<file path="src/rtl/clk_src_guard_pkg.sv">
package clk_src_guard_pkg;

   typedef enum logic [1:0] {
      SRC_MAIN_DIV2   = 2'b00,
      SRC_MAIN_DIRECT = 2'b01,
      SRC_MAIN_PLL    = 2'b10,
      SRC_SUB         = 2'b11
   } src_e;

   localparam int OSC_MAIN = 0;
   localparam int OSC_SUB  = 1;
   localparam int NUM_OSC  = 2;

   function automatic logic needs_main(input src_e s);
      return s != SRC_SUB;
   endfunction

endpackage

</file>
<file path="src/rtl/csg_osc_timer.sv">
module csg_osc_timer #(
   parameter int CNT_W = 20
) (
   input  logic             clk,
   input  logic             rst_n,
   input  logic             en,
   input  logic [CNT_W-1:0] last,
   output logic             rdy
);
   logic [CNT_W-1:0] cnt_q;

   // Counts enabled cycles; ready after last+1 of them, cleared when disabled.
   always_ff @(posedge clk or negedge rst_n) begin
      if (!rst_n) begin
         cnt_q <= '0;
         rdy   <= 1'b0;
      end else if (!en) begin
         cnt_q <= '0;
         rdy   <= 1'b0;
      end else if (!rdy) begin
         if (cnt_q == last) rdy   <= 1'b1;
         else               cnt_q <= cnt_q + 1'b1;
      end
   end
endmodule

</file>
<file path="src/rtl/csg_src_ctrl.sv">
module csg_src_ctrl
   import clk_src_guard_pkg::*;
(
   input  logic       clk,
   input  logic       rst_n,
   input  logic       req_vld,
   input  logic [1:0] req_code,
   input  logic       main_halt_wr,
   input  logic       main_halt_val,
   input  logic       sub_halt_wr,
   input  logic       sub_halt_val,
   input  logic       err_clr,
   input  logic       busy,
   output src_e       cur_src,
   output logic       main_halt,
   output logic       sub_halt,
   output logic       err
);
   src_e pend_q, pend_d, cur_d;
   logic pend_vld_q, pend_vld_d;
   logic main_halt_d, sub_halt_d, err_set;

   function automatic logic legal(input src_e s, input logic mh, input logic sh);
      return needs_main(s) ? !mh : !sh;
   endfunction

   always_comb begin
      cur_d       = cur_src;
      pend_d      = pend_q;
      pend_vld_d  = pend_vld_q;
      err_set     = 1'b0;
      if (req_vld) begin
         if (!legal(src_e'(req_code), main_halt, sub_halt)) begin
            err_set = 1'b1;
         end else if (busy) begin
            pend_d     = src_e'(req_code);
            pend_vld_d = 1'b1;
         end else begin
            cur_d      = src_e'(req_code);
            pend_vld_d = 1'b0;
         end
      end else if (pend_vld_q && !busy) begin
         pend_vld_d = 1'b0;
         if (legal(pend_q, main_halt, sub_halt)) cur_d   = pend_q;
         else                                    err_set = 1'b1;
      end

      main_halt_d = main_halt;
      if (main_halt_wr) begin
         if (!main_halt_val)            main_halt_d = 1'b0;
         else if (cur_d == SRC_SUB)     main_halt_d = 1'b1;
         else                           err_set     = 1'b1;
      end
      sub_halt_d = sub_halt;
      if (sub_halt_wr) begin
         if (!sub_halt_val)             sub_halt_d = 1'b0;
         else if (needs_main(cur_d))    sub_halt_d = 1'b1;
         else                           err_set    = 1'b1;
      end
   end

   always_ff @(posedge clk or negedge rst_n) begin
      if (!rst_n) begin
         cur_src    <= SRC_MAIN_DIV2;
         pend_q     <= SRC_MAIN_DIV2;
         pend_vld_q <= 1'b0;
         main_halt  <= 1'b0;
         sub_halt   <= 1'b0;
         err        <= 1'b0;
      end else begin
         cur_src    <= cur_d;
         pend_q     <= pend_d;
         pend_vld_q <= pend_vld_d;
         main_halt  <= main_halt_d;
         sub_halt   <= sub_halt_d;
         err        <= err_set | (err & !err_clr);
      end
   end
endmodule

</file>
<file path="src/rtl/csg_stop_gate.sv">
module csg_stop_gate
   import clk_src_guard_pkg::*;
(
   input  logic clk,
   input  logic rst_n,
   input  logic stop_req,
   input  logic auto_halt,
   input  src_e cur_src,
   input  logic busy,
   output logic grant
);
   logic pll_safe;
   assign pll_safe = auto_halt || (cur_src == SRC_MAIN_DIV2);

   always_ff @(posedge clk or negedge rst_n) begin
      if (!rst_n) grant <= 1'b0;
      else        grant <= stop_req && pll_safe && (grant || !busy);
   end
endmodule

</file>
<file path="src/rtl/clk_src_guard.sv">
module clk_src_guard
   import clk_src_guard_pkg::*;
#(
   parameter int WAIT_EXP_BASE = 10,
   parameter int WAIT_EXP_STEP = 3,
   parameter int SUB_WAIT_EXP  = 15,
   parameter int WAIT_SEL_W    = 2
) (
   input  logic                  clk,
   input  logic                  rst_n,
   input  logic                  src_req_vld,
   input  logic [1:0]            src_req_code,
   input  logic                  main_halt_wr,
   input  logic                  main_halt_val,
   input  logic                  sub_halt_wr,
   input  logic                  sub_halt_val,
   input  logic                  wait_sel_wr,
   input  logic [WAIT_SEL_W-1:0] wait_sel_val,
   input  logic                  auto_halt_wr,
   input  logic                  auto_halt_val,
   input  logic                  stop_req,
   input  logic                  err_clr,
   output logic [1:0]            cur_src,
   output logic                  busy,
   output logic                  err,
   output logic                  main_osc_en,
   output logic                  sub_osc_en,
   output logic                  main_rdy,
   output logic                  sub_rdy,
   output logic                  stop_grant
);
   localparam int MAIN_EXP_MAX = WAIT_EXP_BASE + WAIT_EXP_STEP * ((1 << WAIT_SEL_W) - 1);
   localparam int CNT_W        = (MAIN_EXP_MAX > SUB_WAIT_EXP) ? MAIN_EXP_MAX : SUB_WAIT_EXP;
   localparam logic [WAIT_SEL_W-1:0] WAIT_SEL_RST = '1;

   generate
      if (WAIT_EXP_BASE < 1 || SUB_WAIT_EXP < 1) begin : g_bad_exp
         $error("wait exponents must be at least 1");
      end
      if (CNT_W > 31) begin : g_bad_width
         $error("wait counter wider than 31 bits");
      end
      if (WAIT_EXP_STEP < 0) begin : g_bad_step
         $error("wait step must not be negative");
      end
   endgenerate

   src_e                  cur_src_e;
   logic                  main_halt_q, sub_halt_q, auto_halt_q;
   logic [WAIT_SEL_W-1:0] wait_sel_q;
   logic [NUM_OSC-1:0]    osc_en, osc_rdy;
   logic [CNT_W-1:0]      osc_last [NUM_OSC];

   always_ff @(posedge clk or negedge rst_n) begin
      if (!rst_n) begin
         wait_sel_q  <= WAIT_SEL_RST;
         auto_halt_q <= 1'b0;
      end else begin
         if (wait_sel_wr)  wait_sel_q  <= wait_sel_val;
         if (auto_halt_wr) auto_halt_q <= auto_halt_val;
      end
   end

   // Main wait length: fixed when the step is zero, otherwise chosen by the field.
   generate
      if (WAIT_EXP_STEP == 0) begin : g_main_fixed
         assign osc_last[OSC_MAIN] = {CNT_W{1'b1}} >> (CNT_W - WAIT_EXP_BASE);
      end else begin : g_main_sel
         int unsigned main_exp;
         always_comb begin
            main_exp           = WAIT_EXP_BASE + WAIT_EXP_STEP * int'(wait_sel_q);
            osc_last[OSC_MAIN] = {CNT_W{1'b1}} >> (CNT_W - main_exp);
         end
      end
   endgenerate
   assign osc_last[OSC_SUB] = {CNT_W{1'b1}} >> (CNT_W - SUB_WAIT_EXP);

   assign osc_en[OSC_MAIN] = !main_halt_q && !(stop_grant && auto_halt_q);
   assign osc_en[OSC_SUB]  = !sub_halt_q;

   generate
      for (genvar i = 0; i < NUM_OSC; i++) begin : g_osc
         csg_osc_timer #(.CNT_W(CNT_W)) u_timer (
            .clk   (clk),
            .rst_n (rst_n),
            .en    (osc_en[i]),
            .last  (osc_last[i]),
            .rdy   (osc_rdy[i])
         );
      end
   endgenerate

   assign busy = |(osc_en & ~osc_rdy);

   csg_src_ctrl u_ctrl (
      .clk           (clk),
      .rst_n         (rst_n),
      .req_vld       (src_req_vld),
      .req_code      (src_req_code),
      .main_halt_wr  (main_halt_wr),
      .main_halt_val (main_halt_val),
      .sub_halt_wr   (sub_halt_wr),
      .sub_halt_val  (sub_halt_val),
      .err_clr       (err_clr),
      .busy          (busy),
      .cur_src       (cur_src_e),
      .main_halt     (main_halt_q),
      .sub_halt      (sub_halt_q),
      .err           (err)
   );

   csg_stop_gate u_stop (
      .clk       (clk),
      .rst_n     (rst_n),
      .stop_req  (stop_req),
      .auto_halt (auto_halt_q),
      .cur_src   (cur_src_e),
      .busy      (busy),
      .grant     (stop_grant)
   );

   assign cur_src     = cur_src_e;
   assign main_osc_en = osc_en[OSC_MAIN];
   assign sub_osc_en  = osc_en[OSC_SUB];
   assign main_rdy    = osc_rdy[OSC_MAIN];
   assign sub_rdy     = osc_rdy[OSC_SUB];
endmodule

</file>
<file path="config.mk">
export PLATFORM = sky130hd
export DESIGN_NAME = clk_src_guard
export DESIGN_NICKNAME = d
export VERILOG_FILES = /design/src/rtl/clk_src_guard_pkg.sv /design/src/rtl/csg_osc_timer.sv /design/src/rtl/csg_src_ctrl.sv /design/src/rtl/csg_stop_gate.sv /design/src/rtl/clk_src_guard.sv
export SDC_FILE = /design/constraint.sdc
export NUM_CORES = 1
export LEC_CHECK = 0
export ABC_CLOCK_PERIOD_IN_PS = 1900
export CAP_MARGIN = 20
export CORE_ASPECT_RATIO = 2
export CORE_MARGIN = 4
export CORE_UTILIZATION = 35
export CTS_CLUSTER_DIAMETER = 50
export DETAILED_ROUTE_END_ITERATION = 8
export PLACE_DENSITY_LB_ADDON = 0.1
export RECOVER_POWER = 50
export SETUP_SLACK_MARGIN = 0.4
export SLEW_MARGIN = 10
export SYNTH_ARGS = -nofsm -noshare
export SYNTH_HDL_FRONTEND = slang
export SYNTH_SLANG_ARGS = --single-unit
</file>
<file path="constraint.sdc">
create_clock -name clk -period 1.9 [get_ports clk]
set_input_delay 0.38 -clock clk [delete_from_list [all_inputs] [get_ports clk]]
set_output_delay 0.38 -clock clk [all_outputs]
set_load 0.02 [all_outputs]
</file>
==> After elaboration in Yosys (flattened, before gate mapping) <==
Index checks and enable logic that the tools add are counted.
{ "classes": {"div": 0, "n_shift": 1, "n_mul": 1, "bitwise": 4, "n_reduce_logical": 21, "n_addsub": 4, "n_eq_ne": 13, "order_cmp": 0, "n_mux": 37} }
{ "ops": {"columns": ["op", "count"], "rows": [
  ["two-way mux 19 bit", 6],
  ["adder 19 x 1 -> 19 bit (second input constant)", 2],
  ["right shift 19 x 32 -> 19 bit (first input constant)", 1],
  ["two-way mux 1 bit", 26],
  ["equality test 19 x 15 -> 1 bit (second input constant)", 1],
  ["equality test 19 bit", 1],
  ["two-way mux 2 bit", 5],
  ["!= test 2 x 1 -> 1 bit (second input constant)", 5],
  ["!= test 2 bit (second input constant)", 5],
  ["AND reduction 2 bit", 5],
  ["subtractor 5 x 5 -> 6 bit (first input constant)", 1],
  ["adder 4 x 4 -> 5 bit (first input constant)", 1],
  ["logical AND 1 bit", 5],
  ["zero test 1 bit", 5],
  ["multiplier 2 x 2 -> 4 bit (first input constant)", 1],
  ["AND reduction 3 bit", 1],
  ["bitwise AND 2 bit", 1],
  ["equality test 2 bit (second input constant)", 1],
  ["zero test 2 bit", 1],
  ["logical OR 1 bit", 2],
  ["inverter 2 bit", 1],
  ["nonzero test 2 bit", 1],
  ["OR reduction 2 bit", 1],
  ["bitwise AND 1 bit", 1],
  ["OR 1 bit", 1]
]} }
{ "totals": {"output_inout_bits": 9, "mem_bits_ro": 0, "ramBits": 0, "n_memories": 0, "latch_bits": 0, "register_bits": 52, "input_bits": 16} }

==> Logic depth before layout (Yosys ltp) <==
{ "depth": {"ltp_word": 17, "depth_mapped": 7, "mapped_depth_nobuf": 6} }

==> Hierarchy <==
A second synthesis with hierarchy kept.
{ "unflattened": {"cells_unflattened": 381, "hier_area_um2": 3539.6} }
{ "modules_own_cells": {"columns": ["module", "area_per_inst_um2", "cells_each", "instances"], "rows": [
  ["csg_osc_timer", 1400.1, 155, 2],
  ["csg_src_ctrl", 524.3, 52, 1],
  ["clk_src_guard", 171.4, 15, 1],
  ["csg_stop_gate", 43.8, 4, 1]
]} }

==> Worst setup path after synthesis <==
No wires, ideal clock.
{ "synth_path": {"kind": "register to register", "startpoint": "register wait_sel_q[1]", "endpoint": "register g_osc[0].u_timer.cnt_q[16]", "required_ps": 1822, "synth_period_minus_slack_ps": 1848, "stages_incl_launch_ff": 7, "n_path_buf": 1, "setup_slack_ps": 52, "arrival_ps": 1770, "setup_ps": 78, "cell_sequence": "dfstp_2 -> a2111oi_0 -> a31o_1 -> and4b_4 -> buf_6 -> or4_1 -> a21oi_1"} }
{ "synth_via": {"elab_chain_len": 7} }
{ "synth_rtl": {"columns": ["element", "line", "rtl"], "rows": [
  ["start: declaration", "clk_src_guard.sv:50", "logic [WAIT_SEL_W-1:0] wait_sel_q;"],
  ["start signal: assignment", "clk_src_guard.sv:59", "if (wait_sel_wr) wait_sel_q <= wait_sel_val;"],
  ["multiplier 2 x 2 -> 4 bit", "clk_src_guard.sv:71", "main_exp = WAIT_EXP_BASE + WAIT_EXP_STEP * int'(wait_sel_q);"],
  ["adder 4 x 4 -> 5 bit", "clk_src_guard.sv:71", null],
  ["subtractor 5 x 5 -> 6 bit", "clk_src_guard.sv:72", "osc_last[OSC_MAIN] = {CNT_W{1'b1}} >> (CNT_W - main_exp);"],
  ["right shift 19 x 32 -> 19 bit", "clk_src_guard.sv:72", null],
  ["equality test 19 bit", "csg_osc_timer.sv:21", "if (cnt_q == last) rdy <= 1'b1;"],
  ["!= test 2 bit (no line)", null, null],
  ["AND reduction 2 bit (no line)", null, null],
  ["end signal: assignment", "csg_osc_timer.sv:22", "else cnt_q <= cnt_q + 1'b1;"],
  ["end: declaration", "csg_osc_timer.sv:10", "logic [CNT_W-1:0] cnt_q;"]
]} }
Every way passes these cells.
A chain may end at the register's enable or synchronous reset.

==> Worst setup path after layout <==
{ "layout_path": {"startpoint": "register g_osc[0].u_timer.cnt_q[16]", "endpoint": "register g_osc[0].u_timer.cnt_q[14]"} }
{ "layout_via": {"elab_chain_len": 3} }
{ "layout_rtl": {"columns": ["element", "line"], "rows": [
  ["equality test 19 bit", "csg_osc_timer.sv:21"],
  ["!= test 2 bit (no line)", null],
  ["AND reduction 2 bit (no line)", null]
]} }
Every way passes these cells.

==> summary.txt <==
GRT
  – Largest net degree at the start of global routing: 30
  – Total gr overflow: 0
  – All-Layer GR Usage: 17.7%
  – Initial antenna violation count: 0
  – First-pass GRT wire length: 13600 um
  – Vias in the first global route: 2863

Cells and area
  – Core Util, Final: 55.8%
  – Fillers: 735
  – Layout Nets: 426
  – Share of cells above drive strength 1: 45.2%
  – Syn-to-layout area delta: 54.0%
  – Antenna cells: 0
  – Post-route non-filler standard cell count: 505

Pwr
  – NetSw: 1.07 mW
  – Pwr Density: 759 nW/um2
  – Clock share of power: 28.0%
  – Max IR drop VDD: 0.597 mV
  – Int Power: 2.34 mW
  – Power Total: 3.41 mW
  – Comb power frac: 31.6%
  – Switching Fraction: 31.3%
  – Reg power frac: 40.4%
  – Leakage power: 1.94 nW

Floorplan
  – Die Y: 137 um
  – Die Wd: 72.6 um
  – Die area: 9950 um2
  – Ports: 25
  – Num rows: 46
  – Initial Util: 36.2%
  – Core Footprint: 8060 um2

Synth
  – Synth cell types: 59
  – #FFs+latches synth: 52
  – Top post-synthesis cells by area: dfrtp_1 43%, mux2i_1 3.4%, nor2_1 3.3%, a21oi_1 3.1%, xor2_1 3.0%
  – Synthesized area per cell: 9.76 um2
  – Syn Inst Count: 299
  – Synth Area in Compound Gates: 17.3%
  – Post-synthesis simple-gate area fraction: 24.1%
  – Adder-cell share of the synthesized area: 0.858%
  – Syn. warnings: 0
  – Largest area contributor in the netlist: dfrtp_1
  – Post-synth top area share: 42.9%
  – Mapped Area: 2920 um2
  – Syn nets: 317
  – XOR/XNOR share of the synthesized area: 3.30%
  – Top FF cell, synth: dfrtp_1
  – Number of flops mapped to enable cells by yosys: 0
  – Mux cell area share after synthesis: 6.52%
  – Post-synthesis async set-or-reset flop share: 100%
  – Sequential-to-total area share from yosys stat: 44.7%
  – Main combinational cell family by area after synthesis: simple AND/OR/NAND/NOR gates

Clock network
  – Clk slew on worst S/H paths: 0.07 ns
  – Clk Latency, worst-skew pair: 0.30 ns
  – Number of clock sinks: 52
  – H-Tree Depth: 2
  – Clock buffer count from CTS: 5
  – Clk buf depth: 2
  – Clk root buf: clkbuf_16
  – CTS tree: yes

Worst setup path
  – Worst R2R Setup Slack: -0.03 ns
  – FF-to-FF path depth: 6
  – Capturing element type of the critical path: flip-flop
  – Crit path DAT: 2.16 ns
  – CP Max Fanout: 16
  – Reg2reg end: g_osc[0].u_timer.cnt_q[14]
  – CP startpoint kind: flip-flop
  – Critical Path RT: 2.13 ns
  – Critical setup path kind: reg -> reg
  – Reg2reg start: g_osc[0].u_timer.cnt_q[16]

Place
  – PortBufs: 24
  – Placed Instances: 458
  – GP Congestion: 0.788
  – Dpl hpwl: 5830 um

Timing
  – Final Max Slew Viols: 0
  – Rel. slew slack: 51.9%
  – Setup_tns: -0.0325 ns
  – Final worst setup slack: -0.0325 ns
  – Setup-failing EPs final: 1
  – Fin crit share: 102%
  – Fmax: 0.517 GHz
  – Final Hold Viols: 0
  – RSZ-0062 raised after global routing: true
  – Min Tclk post-route: 1.93 ns
  – Clk_skew: 0.00737 ns
  – Worst Max-Slew Pin Slew: 0.722 ns

Min path
  – Worst Hold Class: in -> async

Drt
  – Initial DRC count: 84
  – Routed wire length per instance: 16.3 um
  – Remaining DRCs: 0
  – Via count: 2754
  – 1st-pass router iterations: 4
  – Vias/cell: 5.45
  – WL final: 8210 um
  – Post-route ant nets: 0

Job
  – Max-Cap Viols: 0

Run status
  – Status: finished, violations left
  – Violated checks: negative setup slack
[routing by layer]
metal | up-vias | GRT usage (%) | routed length, um
met4 | 0 | 6.06 | 178
met3 | 13 | 2.43 | 173
met5 | - | 0 | 0
met2 | 31 | 35.1 | 4930
met1 | 1371 | 17.9 | 2930
li1 | 1339 | - | -
[critical path, stage by stage, from the launching register on]
cell	delay, ns
dfrtp_1	0.44
and3_1	0.17
a31o_1	0.22
and4b_4	0.23
buf_12	0.15
or4_4	0.51
a21oi_2	0.15
[metrics by stage]
stage / hold WS, ns / area (um2) / worst slack, ns
6_report: 0.507 / 4490 / -0.0325
3_5_place_dp: 0.238 / 3700 / -0.223
4_1_cts: 0.450 / 4250 / -0.0253
5_1_grt: 0.543 / 4490 / -0.0803
2_1_floorplan: 0.0844 / 2990 / 0.0994
3_3_place_gp: 0.236 / 3700 / -0.117
[synthesized netlist by cell type, drive strengths merged (6+ instances only)]
| cell | number |
|---|---|
| a21oi | 19 |
| buf | 6 |
| clkbuf | 7 |
| dfrtp | 50 |
| mux2 | 8 |
| mux2i | 10 |
| nand2 | 23 |
| nand3 | 16 |
| nand4 | 7 |
| nor2 | 26 |
| o21a | 6 |
| o21ai | 10 |
| o31ai | 8 |
| or3 | 7 |
| or4 | 11 |
| xor2 | 10 |
[area by class of cell]
class / count / area (um2) / share of cell area, %
clock buffer: 6 / 139 / 3.09
tap: 96 / 120 / 2.67
sequential: 52 / 1310 / 29.1
multi-input combinational: 228 / 1850 / 41.1
inverter: 6 / 33.8 / 0.752
timing repair buffer: 115 / 1030 / 23.0
clock inverter: 2 / 13.8 / 0.306
[worst max path at each step]
stage,end,slack (ns),start
floorplan,g_osc[0].u_timer.cnt_q[17],0.1,g_osc[0].u_timer.cnt_q[12]
global placement,u_ctrl.err,-0.12,src_req_code[1]
detailed placement,u_ctrl.err,-0.22,src_req_code[1]
CTS,g_osc[0].u_timer.cnt_q[14],-0.03,wait_sel_q[1]
global route,g_osc[0].u_timer.cnt_q[15],-0.08,g_osc[0].u_timer.cnt_q[6]
finish,g_osc[0].u_timer.cnt_q[14],-0.03,g_osc[0].u_timer.cnt_q[16]
[state kept, by name, summed over array words and instances (netlist names)]
register             count
u_ctrl.main_halt         1
g_osc.u_timer.cnt_q     38
g_osc.u_timer.rdy        2
u_ctrl.err               1
u_stop.grant             1
u_ctrl.pend_vld_q        1
u_ctrl.pend_q            2
u_ctrl.cur_src           2
wait_sel_q               2
u_ctrl.sub_halt          1
auto_halt_q              1
[layout by cell type (no fill, tap or decap), types with 3 or more instances in the layout]
master           synthesis  final
dfrtp_1                 50     46
o211ai_1                 4      4
nor2b_1                  5      3
dlygate4sd2_1            0      5
xor2_1                  10     10
mux2_4                   0      3
inv_1                    4      3
or3_4                    0      3
and4_1                   5      4
dfrtp_2                  0      4
nand4_1                  7      7
nand3_1                 15      9
nand2_1                 23     20
or4_4                    0      5
buf_4                    1     65
o31ai_1                  8      8
a21o_1                   3      3
nor2_1                  26     23
buf_12                   0      4
nor2_2                   0      3
dlygate4sd3_1            0      3
nor4_1                   3      3
nand3_2                  1      5
a21oi_2                  1      9
buf_6                    2     23
or3_1                    7      4
mux2_2                   7      5
clkbuf_16                0      5
nand2_2                  0      3
o21a_1                   6      5
a21oi_1                 18     10
o21ai_1                  7      6
clkdlybuf4s50_1          0      9
or4_1                   11      6
and3_1                   4      3
nand2b_1                 3      3
mux2i_1                 10     10
[cells by family (layout without fill, tap and decap cells)]
logic type / Yosys count / after routing
AND/OR/NAND/NOR: 124 / 124
flip-flops: 52 / 52
buffers and inverters: 19 / 129
AO/OA/AOI/OAI: 73 / 73
multiplexers: 18 / 18
adder cells (fa/ha/maj): 2 / 2
XOR/XNOR: 11 / 11
[repair_timing]
action / in CTS / in global routing
setup buffers: 25 / 13
endpoints found under the hold margin: 5 / 0
hold buffers: 1 / 0
setup endpoints to repair: 52 / 48
resized for setup: 81 / 41
pin swaps: 38 / 30
[power by group through the flow]
stage / registers (mW) / clock network (mW) / logic (mW)
floorplan: 1.41 / 0 / 0.454
CTS: 1.37 / 0.993 / 0.989
global placement: 1.39 / 0 / 0.862
global route: 1.40 / 1.03 / 1.19
detailed placement: 1.40 / 0 / 0.872
finish: 1.38 / 0.955 / 1.08
Power figures use the tool's default switching activity.
